`src/rtl/dfc_pkg.sv`:
```
package dfc_pkg;
    localparam int ADDR_W    = 2;
    localparam int CTL_W     = 8;
    localparam logic [ADDR_W-1:0] A_CTL    = 2'd0;
    localparam logic [ADDR_W-1:0] A_CENTRE = 2'd1;
    localparam logic [ADDR_W-1:0] A_OFFS   = 2'd2;
    localparam logic [ADDR_W-1:0] A_STEP   = 2'd3;

    localparam int B_HALT  = 0;
    localparam int B_SWEN  = 3;
    localparam int B_JUMP  = 4;
    localparam int B_FAST  = 5;

    typedef struct packed {
        logic fast_req;
        logic jump;
        logic sw_en;
        logic halt;
    } ctl_t;

    typedef enum logic [1:0] {
        SRC_CENTRE,
        SRC_OFFSET,
        SRC_LOOP
    } src_e;

    function automatic ctl_t decode_ctl(input logic [CTL_W-1:0] raw);
        ctl_t c;
        c.fast_req = raw[B_FAST];
        c.jump     = raw[B_JUMP];
        c.sw_en    = raw[B_SWEN];
        c.halt     = raw[B_HALT];
        return c;
    endfunction
endpackage

```
`src/rtl/dfc_regs.sv`:
```
module dfc_regs
    import dfc_pkg::*;
#(
    parameter int INC_W = 32,
    parameter int OFS_W = 16,
    parameter logic [INC_W-1:0] CENTRE_DEF = '0,
    parameter logic [INC_W-1:0] STEP_DEF = '0
) (
    input  logic              clk,
    input  logic              rst,
    input  logic              wr_en,
    input  logic [ADDR_W-1:0] wr_addr,
    input  logic [INC_W-1:0]  wr_data,
    input  logic [ADDR_W-1:0] rd_addr,
    output logic [INC_W-1:0]  rd_data,
    output ctl_t              ctl,
    output logic [INC_W-1:0]  centre,
    output logic [OFS_W-1:0]  offs,
    output logic [INC_W-1:0]  step
);
    logic [CTL_W-1:0] ctl_q;
    logic [INC_W-1:0] centre_q;
    logic [OFS_W-1:0] offs_q;
    logic [INC_W-1:0] step_q;

    always_ff @(posedge clk) begin
        if (rst) begin
            ctl_q    <= '0;
            centre_q <= CENTRE_DEF;
            offs_q   <= '0;
            step_q   <= STEP_DEF;
        end else if (wr_en) begin
            case (wr_addr)
                A_CTL:    ctl_q    <= wr_data[CTL_W-1:0];
                A_CENTRE: centre_q <= wr_data;
                A_OFFS:   offs_q   <= wr_data[OFS_W-1:0];
                default:  step_q   <= wr_data;
            endcase
        end
    end

    always_comb begin
        case (rd_addr)
            A_CTL:    rd_data = {{(INC_W-CTL_W){1'b0}}, ctl_q};
            A_CENTRE: rd_data = centre_q;
            A_OFFS:   rd_data = {{(INC_W-OFS_W){offs_q[OFS_W-1]}}, offs_q};
            default:  rd_data = step_q;
        endcase
    end

    assign ctl    = decode_ctl(ctl_q);
    assign centre = centre_q;
    assign offs   = offs_q;
    assign step   = step_q;
endmodule

```
`src/rtl/dfc_target.sv`:
```
module dfc_target
    import dfc_pkg::*;
#(
    parameter int INC_W = 32,
    parameter int OFS_W = 16
) (
    input  ctl_t             ctl,
    input  logic             locked,
    input  logic [INC_W-1:0] centre,
    input  logic [OFS_W-1:0] offs,
    input  logic [INC_W-1:0] loop_inc,
    output logic [INC_W-1:0] target,
    output logic             ramp_mode
);
    localparam int SUM_W = INC_W + 2;

    src_e                     src;
    logic signed [SUM_W-1:0]  sum;
    logic [INC_W-1:0]         sat_sum;

    always_comb begin
        if (locked)          src = SRC_LOOP;
        else if (ctl.sw_en)  src = SRC_OFFSET;
        else                 src = SRC_CENTRE;
    end

    assign sum = $signed({2'b00, centre})
               + $signed({{(SUM_W-OFS_W){offs[OFS_W-1]}}, offs});

    always_comb begin
        if (sum[SUM_W-1])       sat_sum = '0;
        else if (sum[SUM_W-2])  sat_sum = '1;
        else                    sat_sum = sum[INC_W-1:0];
    end

    always_comb begin
        case (src)
            SRC_LOOP:   target = loop_inc;
            SRC_OFFSET: target = sat_sum;
            default:    target = centre;
        endcase
    end

    assign ramp_mode = (src == SRC_OFFSET) && !ctl.jump;
endmodule

```
`src/rtl/dfc_slew.sv`:
```
module dfc_slew #(
    parameter int INC_W = 32,
    parameter logic [INC_W-1:0] CENTRE_DEF = '0
) (
    input  logic             clk,
    input  logic             rst,
    input  logic             halt,
    input  logic             ramp_mode,
    input  logic             tick,
    input  logic [INC_W-1:0] target,
    input  logic [INC_W-1:0] centre,
    input  logic [INC_W-1:0] step,
    output logic [INC_W-1:0] active
);
    logic [INC_W-1:0] act_q;
    logic [INC_W-1:0] stepped;
    logic [INC_W-1:0] gap;

    always_comb begin
        if (target >= act_q) begin
            gap     = target - act_q;
            stepped = (gap <= step) ? target : act_q + step;
        end else begin
            gap     = act_q - target;
            stepped = (gap <= step) ? target : act_q - step;
        end
    end

    always_ff @(posedge clk) begin
        if (rst)            act_q <= CENTRE_DEF;
        else if (halt)      act_q <= centre;
        else if (!ramp_mode) act_q <= target;
        else if (tick)      act_q <= stepped;
    end

    assign active = act_q;


    hold_between_ticks_chk: assert property (@(posedge clk) disable iff (rst)
        (ramp_mode && !tick && !halt) |=> $stable(act_q));

    no_overshoot_up_chk: assert property (@(posedge clk) disable iff (rst)
        (ramp_mode && tick && !halt && act_q <= target) |=> (act_q <= $past(target)));

    no_overshoot_dn_chk: assert property (@(posedge clk) disable iff (rst)
        (ramp_mode && tick && !halt && act_q >= target) |=> (act_q >= $past(target)));

    follow_target_chk: assert property (@(posedge clk) disable iff (rst)
        (!ramp_mode && !halt) |=> (act_q == $past(target)));
endmodule

```
`src/rtl/dfc_nco.sv`:
```
module dfc_nco #(
    parameter int INC_W = 32
) (
    input  logic             clk,
    input  logic             rst,
    input  logic             halt,
    input  logic [INC_W-1:0] inc,
    output logic             clk_en
);
    logic [INC_W-1:0] phase_q;
    logic [INC_W:0]   nxt;
    logic             en_q;

    assign nxt = {1'b0, phase_q} + {1'b0, inc};

    always_ff @(posedge clk) begin
        if (rst || halt) begin
            phase_q <= '0;
            en_q    <= 1'b0;
        end else begin
            phase_q <= nxt[INC_W-1:0];
            en_q    <= nxt[INC_W];
        end
    end

    assign clk_en = en_q;


    quiet_in_halt_chk: assert property (@(posedge clk) disable iff (rst)
        halt |=> !clk_en);
endmodule

```
`src/rtl/dpll_freq_ctrl.sv`:
```
module dpll_freq_ctrl
    import dfc_pkg::*;
#(
    parameter int INC_W = 32,
    parameter int OFS_W = 16,
    parameter logic [INC_W-1:0] CENTRE_DEF = 32'h0100_0000,
    parameter logic [INC_W-1:0] STEP_DEF = 32'd16
) (
    input  logic             clk,
    input  logic             rst,
    input  logic             wr_en,
    input  logic [1:0]       wr_addr,
    input  logic [INC_W-1:0] wr_data,
    input  logic [1:0]       rd_addr,
    output logic [INC_W-1:0] rd_data,
    input  logic             mode_locked,
    input  logic [INC_W-1:0] loop_inc,
    input  logic             tick,
    output logic             clk_en,
    output logic [INC_W-1:0] active_inc,
    output logic             on_target,
    output logic             cfg_err
);
    ctl_t             ctl;
    logic [INC_W-1:0] centre;
    logic [OFS_W-1:0] offs;
    logic [INC_W-1:0] step;
    logic [INC_W-1:0] target;
    logic             ramp_mode;

    dfc_regs #(.INC_W(INC_W), .OFS_W(OFS_W), .CENTRE_DEF(CENTRE_DEF), .STEP_DEF(STEP_DEF)) u_regs (
        .clk(clk), .rst(rst), .wr_en(wr_en), .wr_addr(wr_addr), .wr_data(wr_data),
        .rd_addr(rd_addr), .rd_data(rd_data), .ctl(ctl), .centre(centre),
        .offs(offs), .step(step)
    );

    dfc_target #(.INC_W(INC_W), .OFS_W(OFS_W)) u_target (
        .ctl(ctl), .locked(mode_locked), .centre(centre), .offs(offs),
        .loop_inc(loop_inc), .target(target), .ramp_mode(ramp_mode)
    );

    dfc_slew #(.INC_W(INC_W), .CENTRE_DEF(CENTRE_DEF)) u_slew (
        .clk(clk), .rst(rst), .halt(ctl.halt), .ramp_mode(ramp_mode), .tick(tick),
        .target(target), .centre(centre), .step(step), .active(active_inc)
    );

    dfc_nco #(.INC_W(INC_W)) u_nco (
        .clk(clk), .rst(rst), .halt(ctl.halt), .inc(active_inc), .clk_en(clk_en)
    );

    assign on_target = (active_inc == target);
    assign cfg_err   = !mode_locked && ctl.fast_req;


    locked_follow_chk: assert property (@(posedge clk) disable iff (rst)
        (mode_locked && !ctl.halt) |=> (active_inc == $past(loop_inc)));
endmodule

```
`config.mk`:
```
export PLATFORM = sky130hd
export DESIGN_NAME = dpll_freq_ctrl
export DESIGN_NICKNAME = d
export VERILOG_FILES = /design/src/rtl/dfc_pkg.sv /design/src/rtl/dfc_regs.sv /design/src/rtl/dfc_target.sv /design/src/rtl/dfc_slew.sv /design/src/rtl/dfc_nco.sv /design/src/rtl/dpll_freq_ctrl.sv
export SDC_FILE = /design/constraint.sdc
export NUM_CORES = 1
export LEC_CHECK = 0
export ABC_AREA = 1
export BUFFER_PORTS_ARGS = -buffer_cell sky130_fd_sc_hd__buf_2
export CAP_MARGIN = 20
export CORE_ASPECT_RATIO = 0.9
export CORE_MARGIN = 2
export CORE_UTILIZATION = 40
export CTS_BUF_LIST = sky130_fd_sc_hd__clkbuf_16
export DETAILED_ROUTE_END_ITERATION = 8
export GPL_TIMING_DRIVEN = 0
export PLACE_DENSITY = 0.57
export SYNTH_ARGS = -nofsm -noshare
export SYNTH_HDL_FRONTEND = slang
export SYNTH_SLANG_ARGS = --single-unit
```
`constraint.sdc`:
```
create_clock -name clk -period 16.3 [get_ports clk]
set_clock_uncertainty 0.05 [all_clocks]
set_input_delay 0.815 -clock clk [delete_from_list [all_inputs] [get_ports clk]]
set_output_delay 0.815 -clock clk [all_outputs]
set_load 0.05 [all_outputs]
```
Word-level counts from Yosys, hierarchy flattened
Index checks and enable logic that the tools add are counted.
{"block": "classes", "addsub": 6, "multipliers": 0, "n_shift": 0, "n_bitwise": 1, "eq_ne": 8, "n_mux": 12, "n_div": 0, "magnitude_cmp": 3, "reduce_logical": 12}
{"operator": "$mux 32", "n": 8}
{"operator": "$pmux 32 s3", "n": 1}
{"operator": "$sub 32x32->32", "n": 3}
{"operator": "$le 32x32->1", "n": 2}
{"operator": "$pmux 32 s2", "n": 1}
{"operator": "$add 33x16->34", "n": 1}
{"operator": "$add 32x32->33", "n": 1}
{"operator": "$add 32x32->32", "n": 1}
{"operator": "$eq 32x32->1", "n": 1}
{"operator": "$ge 32x32->1", "n": 1}
{"operator": "$reduce_and 2->1", "n": 4}
{"operator": "$eq 2x1->1 const B", "n": 3}
{"operator": "$eq 2x2->1 const B", "n": 3}
{"operator": "$logic_not 2->1", "n": 2}
{"operator": "$ne 3x3->1 const B", "n": 1}
{"operator": "$reduce_or 3->1", "n": 1}
{"operator": "$logic_and 1x1->1", "n": 2}
{"operator": "$logic_not 1->1", "n": 2}
{"operator": "$mux 2", "n": 1}
{"operator": "$logic_or 1x1->1", "n": 1}
{"operator": "$mux 1", "n": 1}
{"operator": "$not 1->1", "n": 1}
{"block": "totals", "mem_count": 0, "regBits": 153, "latch_bits": 0, "ram_bits": 0, "out_inout_bits": 67, "mem_bits_ro": 0, "inputBits": 73, "word_cells": 49}

Longest topological paths before layout
{"block": "logic_depth", "depth_word": 11, "mapped_depth": 46}

Modules after synthesis
From an unflattened synthesis, not the netlist that was laid out.
{"block": "hier_totals", "cells_unflattened": 4520, "hier_area_um2": 24840.1}
{"module": "dfc_slew", "cells_per_inst": 2448, "area_per_inst_um2": 13400.4, "seq_area_each_um2": 640.6, "instances": 1}
{"module": "dfc_regs", "cells_per_inst": 699, "area_per_inst_um2": 4235.3, "seq_area_each_um2": 1761.7, "instances": 1}
{"module": "dfc_nco", "cells_per_inst": 582, "area_per_inst_um2": 3289.4, "seq_area_each_um2": 660.6, "instances": 1}
{"module": "dfc_target", "cells_per_inst": 621, "area_per_inst_um2": 3261.9, "seq_area_each_um2": 0.0, "instances": 1}
{"module": "dpll_freq_ctrl", "cells_per_inst": 170, "area_per_inst_um2": 653.1, "seq_area_each_um2": 0.0, "instances": 1}

Worst setup path after synthesis
No wires, ideal clock.
{"block": "synth_path", "path_kind": "register to register", "startpoint": "register u_regs.offs_q[15], in the netlist u_regs.offs[15]", "endpoint": "register u_slew.act_q[20], in the netlist u_slew.active[20]", "t_arrival_ns": 5.530, "setup_time_ns": 0.071, "path_stages_with_launch": 39, "path_slack_ns": 10.649, "cell_sequence": "dfxtp_1 > ha_1 > nand2_1 > inv_1 > nand2_1 > nand2_1 > a21oi_1 > nor2_1 > nor2_1 > nand2_1 > nand2_1 > nand2_2 > buf_4 > o211ai_1 > nand2_1 > ha_1 > fa_1 > o21ai_0 > (+3 left out) > o211ai_1 > xor2_1 > ha_1 > nand2_1 > nor2_1 > nand2_1 > nor2_1 > nand2_1 > nand2_1 > nand2_1 > nor2_4 > buf_4 > nand2_1 > nand2_1 > nand2_1 > nand2_1 > nand2_1 > a21oi_1"}
{"block": "synth_via", "elab_chain_len": 11, "elab_cells_between_ends": 15, "cone_classes": "add/sub: 3; order compare: 3; mux: 9"}
{"element": "start: declaration", "line_no": "dfc_regs.sv:23", "source": "logic [OFS_W-1:0] offs_q;"}
{"element": "start signal: assignment", "line_no": "dfc_regs.sv:36", "source": "A_OFFS: offs_q <= wr_data[OFS_W-1:0];"}
{"element": "$add 33x16->34 (*)", "line_no": "dfc_target.sv:28", "source": "+ $signed({{(SUM_W-OFS_W){offs[OFS_W-1]}}, offs});"}
{"element": "$mux 32", "line_no": "dfc_target.sv:32", "source": "else if (sum[SUM_W-2]) sat_sum = '1;"}
{"element": "$mux 32 (*)", "line_no": "dfc_target.sv:31", "source": "if (sum[SUM_W-1]) sat_sum = '0;"}
{"element": "$pmux 32 s2 (*)", "line_no": "dfc_target.sv:37", "source": "case (src)"}
{"element": "$sub 32x32->32 (on tied branches)", "line_no": "dfc_slew.sv:24, dfc_slew.sv:21"}
{"element": "$le 32x32->1 (on tied branches)", "line_no": "dfc_slew.sv:25, dfc_slew.sv:22"}
{"element": "$mux 32 (on tied branches)", "line_no": "dfc_slew.sv:25, dfc_slew.sv:22"}
{"element": "$mux 32", "line_no": "dfc_slew.sv:20", "source": "if (target >= act_q) begin"}
{"element": "$mux 32", "line_no": "dfc_slew.sv:33", "source": "else if (tick) act_q <= stepped;"}
{"element": "$mux 32 (*)", "line_no": "dfc_slew.sv:32", "source": "else if (!ramp_mode) act_q <= target;"}
{"element": "$mux 32 (*)", "line_no": "dfc_slew.sv:31", "source": "else if (halt) act_q <= centre;"}
{"element": "end signal: assignment", "line_no": "dfc_slew.sv:31"}
{"element": "end signal: assignment", "line_no": "dfc_slew.sv:32"}
{"element": "end signal: assignment", "line_no": "dfc_slew.sv:33"}
{"element": "end: declaration", "line_no": "dfc_slew.sv:15", "source": "logic [INC_W-1:0] act_q;"}
Mark *: on every way between the ends. The rest lies on a longest branch, timed or not. The select of a mux whose other input is x is not followed.
A chain may end at the register's enable or synchronous reset.

Final worst setup path
{"block": "layout_path", "startpoint": "register u_regs.offs_q[15], in the netlist u_regs.offs[15]", "endpoint": "register u_slew.act_q[26], in the netlist u_slew.active[26]"}
Same word-level chain as after synthesis.

==> flow_metrics.tcl <==
set metrics [dict create \
    core-area_um2 53000 \
    min_path_type "reg2reg" \
    ir_drop_uv 88.7 \
    die_y_um 223 \
    pwr-share-seq 0.210 \
    routed_wl_um 102000 \
    combPwrFrac 0.587 \
    vias 24500 \
    multi_input_area_um2 15600 \
    setup_slack_ns 7.67 \
    ios 140 \
    htree_levels 4 \
    synth_nets 3866 \
    placed_cells 4367 \
    nets 4023 \
    setup_viol 0 \
    grt_max_degree 24 \
    hold_viol 0 \
    finalSetupTns_ns 0 \
    gp_congestion 1.01 \
    preCtsSetupSlack_ns 7.88 \
    relSlewSlack 0.311 \
    grt_pass1_vias 23400 \
    rsz0062_at_grt "no" \
    wl_per_cell_um 23.2 \
    syn-cell-area_um2 21400 \
    row_count 80 \
    slowest_delay_ns 1.00 \
    worst_pin_slew_ns 1.03 \
    ff2ff_setup_slack_ns 7.67 \
    die-width_um 248 \
    cp.required_ns 16.61 \
    hpwl_um 88100 \
    ys.flop_type "dfxtp_1" \
    finalNonFillerCells 4401 \
    critPathKind "reg2reg" \
    synth.distinct_cells 50 \
    num-fill-cells 5971 \
    path_buf_inv 3 \
    seq_area_frac_synth 0.143 \
    via_per_inst 5.57 \
    power_leakage_uw 0.0120 \
    r2r_cells 37 \
    syn_inst 3532 \
    clkTransAtPathRegs_ns 0.07 \
    clk_path_buf_depth 2 \
    p_per_area_nw_per_um2 90.4 \
    fin_crit_sh 0.529 \
    drcViolationCount 0 \
    drv_slew 0 \
    worstSetupStartpointType "flip-flop" \
    cts_tree "done" \
    postCtsHoldBufs 0 \
    firstDrtPassIters 6 \
    postSynthAreaPerCell_um2 6.06 \
    ys.warnings.count 0 \
    synth-async-reset-ratio 0 \
    r2r-end "u_slew.active[26]" \
    critPathSlowestCell "dfxtp_1" \
    ant_nets 0 \
    grt_pass1_wl_um 147000 \
    cts_setup_buffers 0 \
    p_int_uw 1020 \
    synth_area_leaders "ha_1 15%, dfxtp_1 14%, nand2_1 14%, inv_1 9.2%, a21oi_1 8.5%" \
    cts_resized 0 \
    max_cap_viol_count 0 \
    clock.fmax_ghz 0.116 \
    hp-start "u_regs.ctl_q[5]" \
    drt_iter0_markers 2228 \
    hold_depth 2 \
    fin_crit_ns 8.63 \
    clock_latency_ns 0.51 \
    drive_above_1_share 0.0908 \
    clk_root_buffer_cell "clkbuf_16" \
    timing.critical_path.mode_cell "nand2_1" \
    crit_fanout 23 \
    ys_ff_latch 153 \
    start_util 0.404 \
    port_buffers 137 \
    syn2layout_area_growth_pct 10.1 \
    die_area_um2 55300 \
    seqCellArea_um2 3060 \
    r2r_start "u_regs.offs[15]" \
    synth_top_area_cell "ha_1" \
    grt.overflow.total 0 \
    cts_buffers 17 \
    cts_num_sinks 153 \
    arrival_ns 8.94 \
    cp_top_family "simple AND/OR/NAND/NOR gates" \
    p_sw_frac 0.520 \
    grt_util_all_layers 0.364 \
    antenna_found_initial 4 \
    synth_top_area_share 0.149 \
    clkPwrFrac 0.203 \
    synth_enable_flop_cells 0 \
    switchingPower_uw 1110 \
    status "finished, final reports clean" \
    cp-end-kind "flip-flop" \
    min_to "u_regs.ctl_q[5]" \
]
metrics by stage:
stage	hold slack (ns)	util	total power, µW	area (µm²)
3_3_place_gp	0.424	0.433	1670	22900
3_5_place_dp	0.423	0.434	1670	23000
2_1_floorplan	0.395	-	1280	21400
4_1_cts	0.434	0.445	2100	23500
5_1_grt	0.477	0.445	2260	23600
6_report	0.444	0.445	2130	23600
routing by layer:
layer / routed length, µm / track usage
met4: 5760 / 0.185
met2: 44400 / 0.577
met1: 44900 / 0.484
met3: 6800 / 0.0439
met5: 13 / 0
worst max path at each step:
stage | startpoint | endpoint | slack [ns] | depth (start not counted)
2_1_floorplan | u_regs.offs[15] | u_slew.active[20] | 10.65 | 38
3_3_place_gp | u_regs.offs[15] | u_slew.active[26] | 7.82 | 37
3_5_place_dp | u_regs.offs[15] | u_slew.active[26] | 7.88 | 37
4_1_cts | u_regs.offs[15] | u_slew.active[26] | 7.87 | 37
5_1_grt | u_regs.offs[15] | u_slew.active[26] | 7.40 | 37
6_report | u_regs.offs[15] | u_slew.active[26] | 7.67 | 37
registers in the layout (all words and copies together) (netlist names):
| name | count |
|---|---|
| u_slew.active | 32 |
| u_regs.ctl_q | 8 |
| u_regs.step | 32 |
| u_nco.phase_q | 32 |
| u_regs.centre | 32 |
| u_nco.clk_en | 1 |
| u_regs.offs | 16 |
area by class of cell:
cell class / count / share of cell area
clock buffers: 17 / 0.0181
multi-input cells: 2724 / 0.664
inverters: 542 / 0.0864
flip-flops and latches: 153 / 0.130
plain buffers: 113 / 0.0279
repair buffers: 138 / 0.0296
well taps: 697 / 0.0370
clock inverters: 15 / 0.00696
diodes: 2 / 0.000212
power by group through the flow:
stage          registers, µW  clock network (µW)  logic (µW)
2_1_floorplan            455                   0         827
3_3_place_gp             454                   0        1210
3_5_place_dp             454                   0        1210
4_1_cts                  445                 434        1220
5_1_grt                  449                 446        1360
6_report                 448                 432        1250
layout by cell type (no fill, tap or decap), types with 29 or more instances in the layout:
cell	synthesis	final
o21ai_0	234	234
nand4_1	39	39
nand2_1	815	815
clkbuf_1	61	61
a21oi_1	365	365
nand3_1	208	208
inv_1	524	524
xor2_1	80	80
dfxtp_1	153	153
buf_2	15	152
a22oi_1	31	31
nor2_1	331	331
nor3_1	44	44
ha_1	255	255
nand2_2	29	29
o22ai_1	32	32
synthesized netlist by cell type, types with 32 or more instances:
cell type,number
inv_1,524
o22ai_1,32
xor2_1,80
a21oi_1,365
o21ai_0,234
dfxtp_1,153
clkbuf_1,61
ha_1,255
nor2_1,331
nand3_1,208
nand4_1,39
nor3_1,44
nand2_1,815
cell families after synthesis:
kind of cell    share of synthesized area
buf+inv                             0.126
xor+xnor                           0.0430
flops                               0.143
simple gates                        0.317
fa+ha+maj                           0.155
compound gates                      0.217
worst min-delay path: stages, from the launching register on:
cell	delay, ns
dfxtp_1	0.31
inv_1	0.07
a21oi_1	0.06
Power figures use the tool's default switching activity.
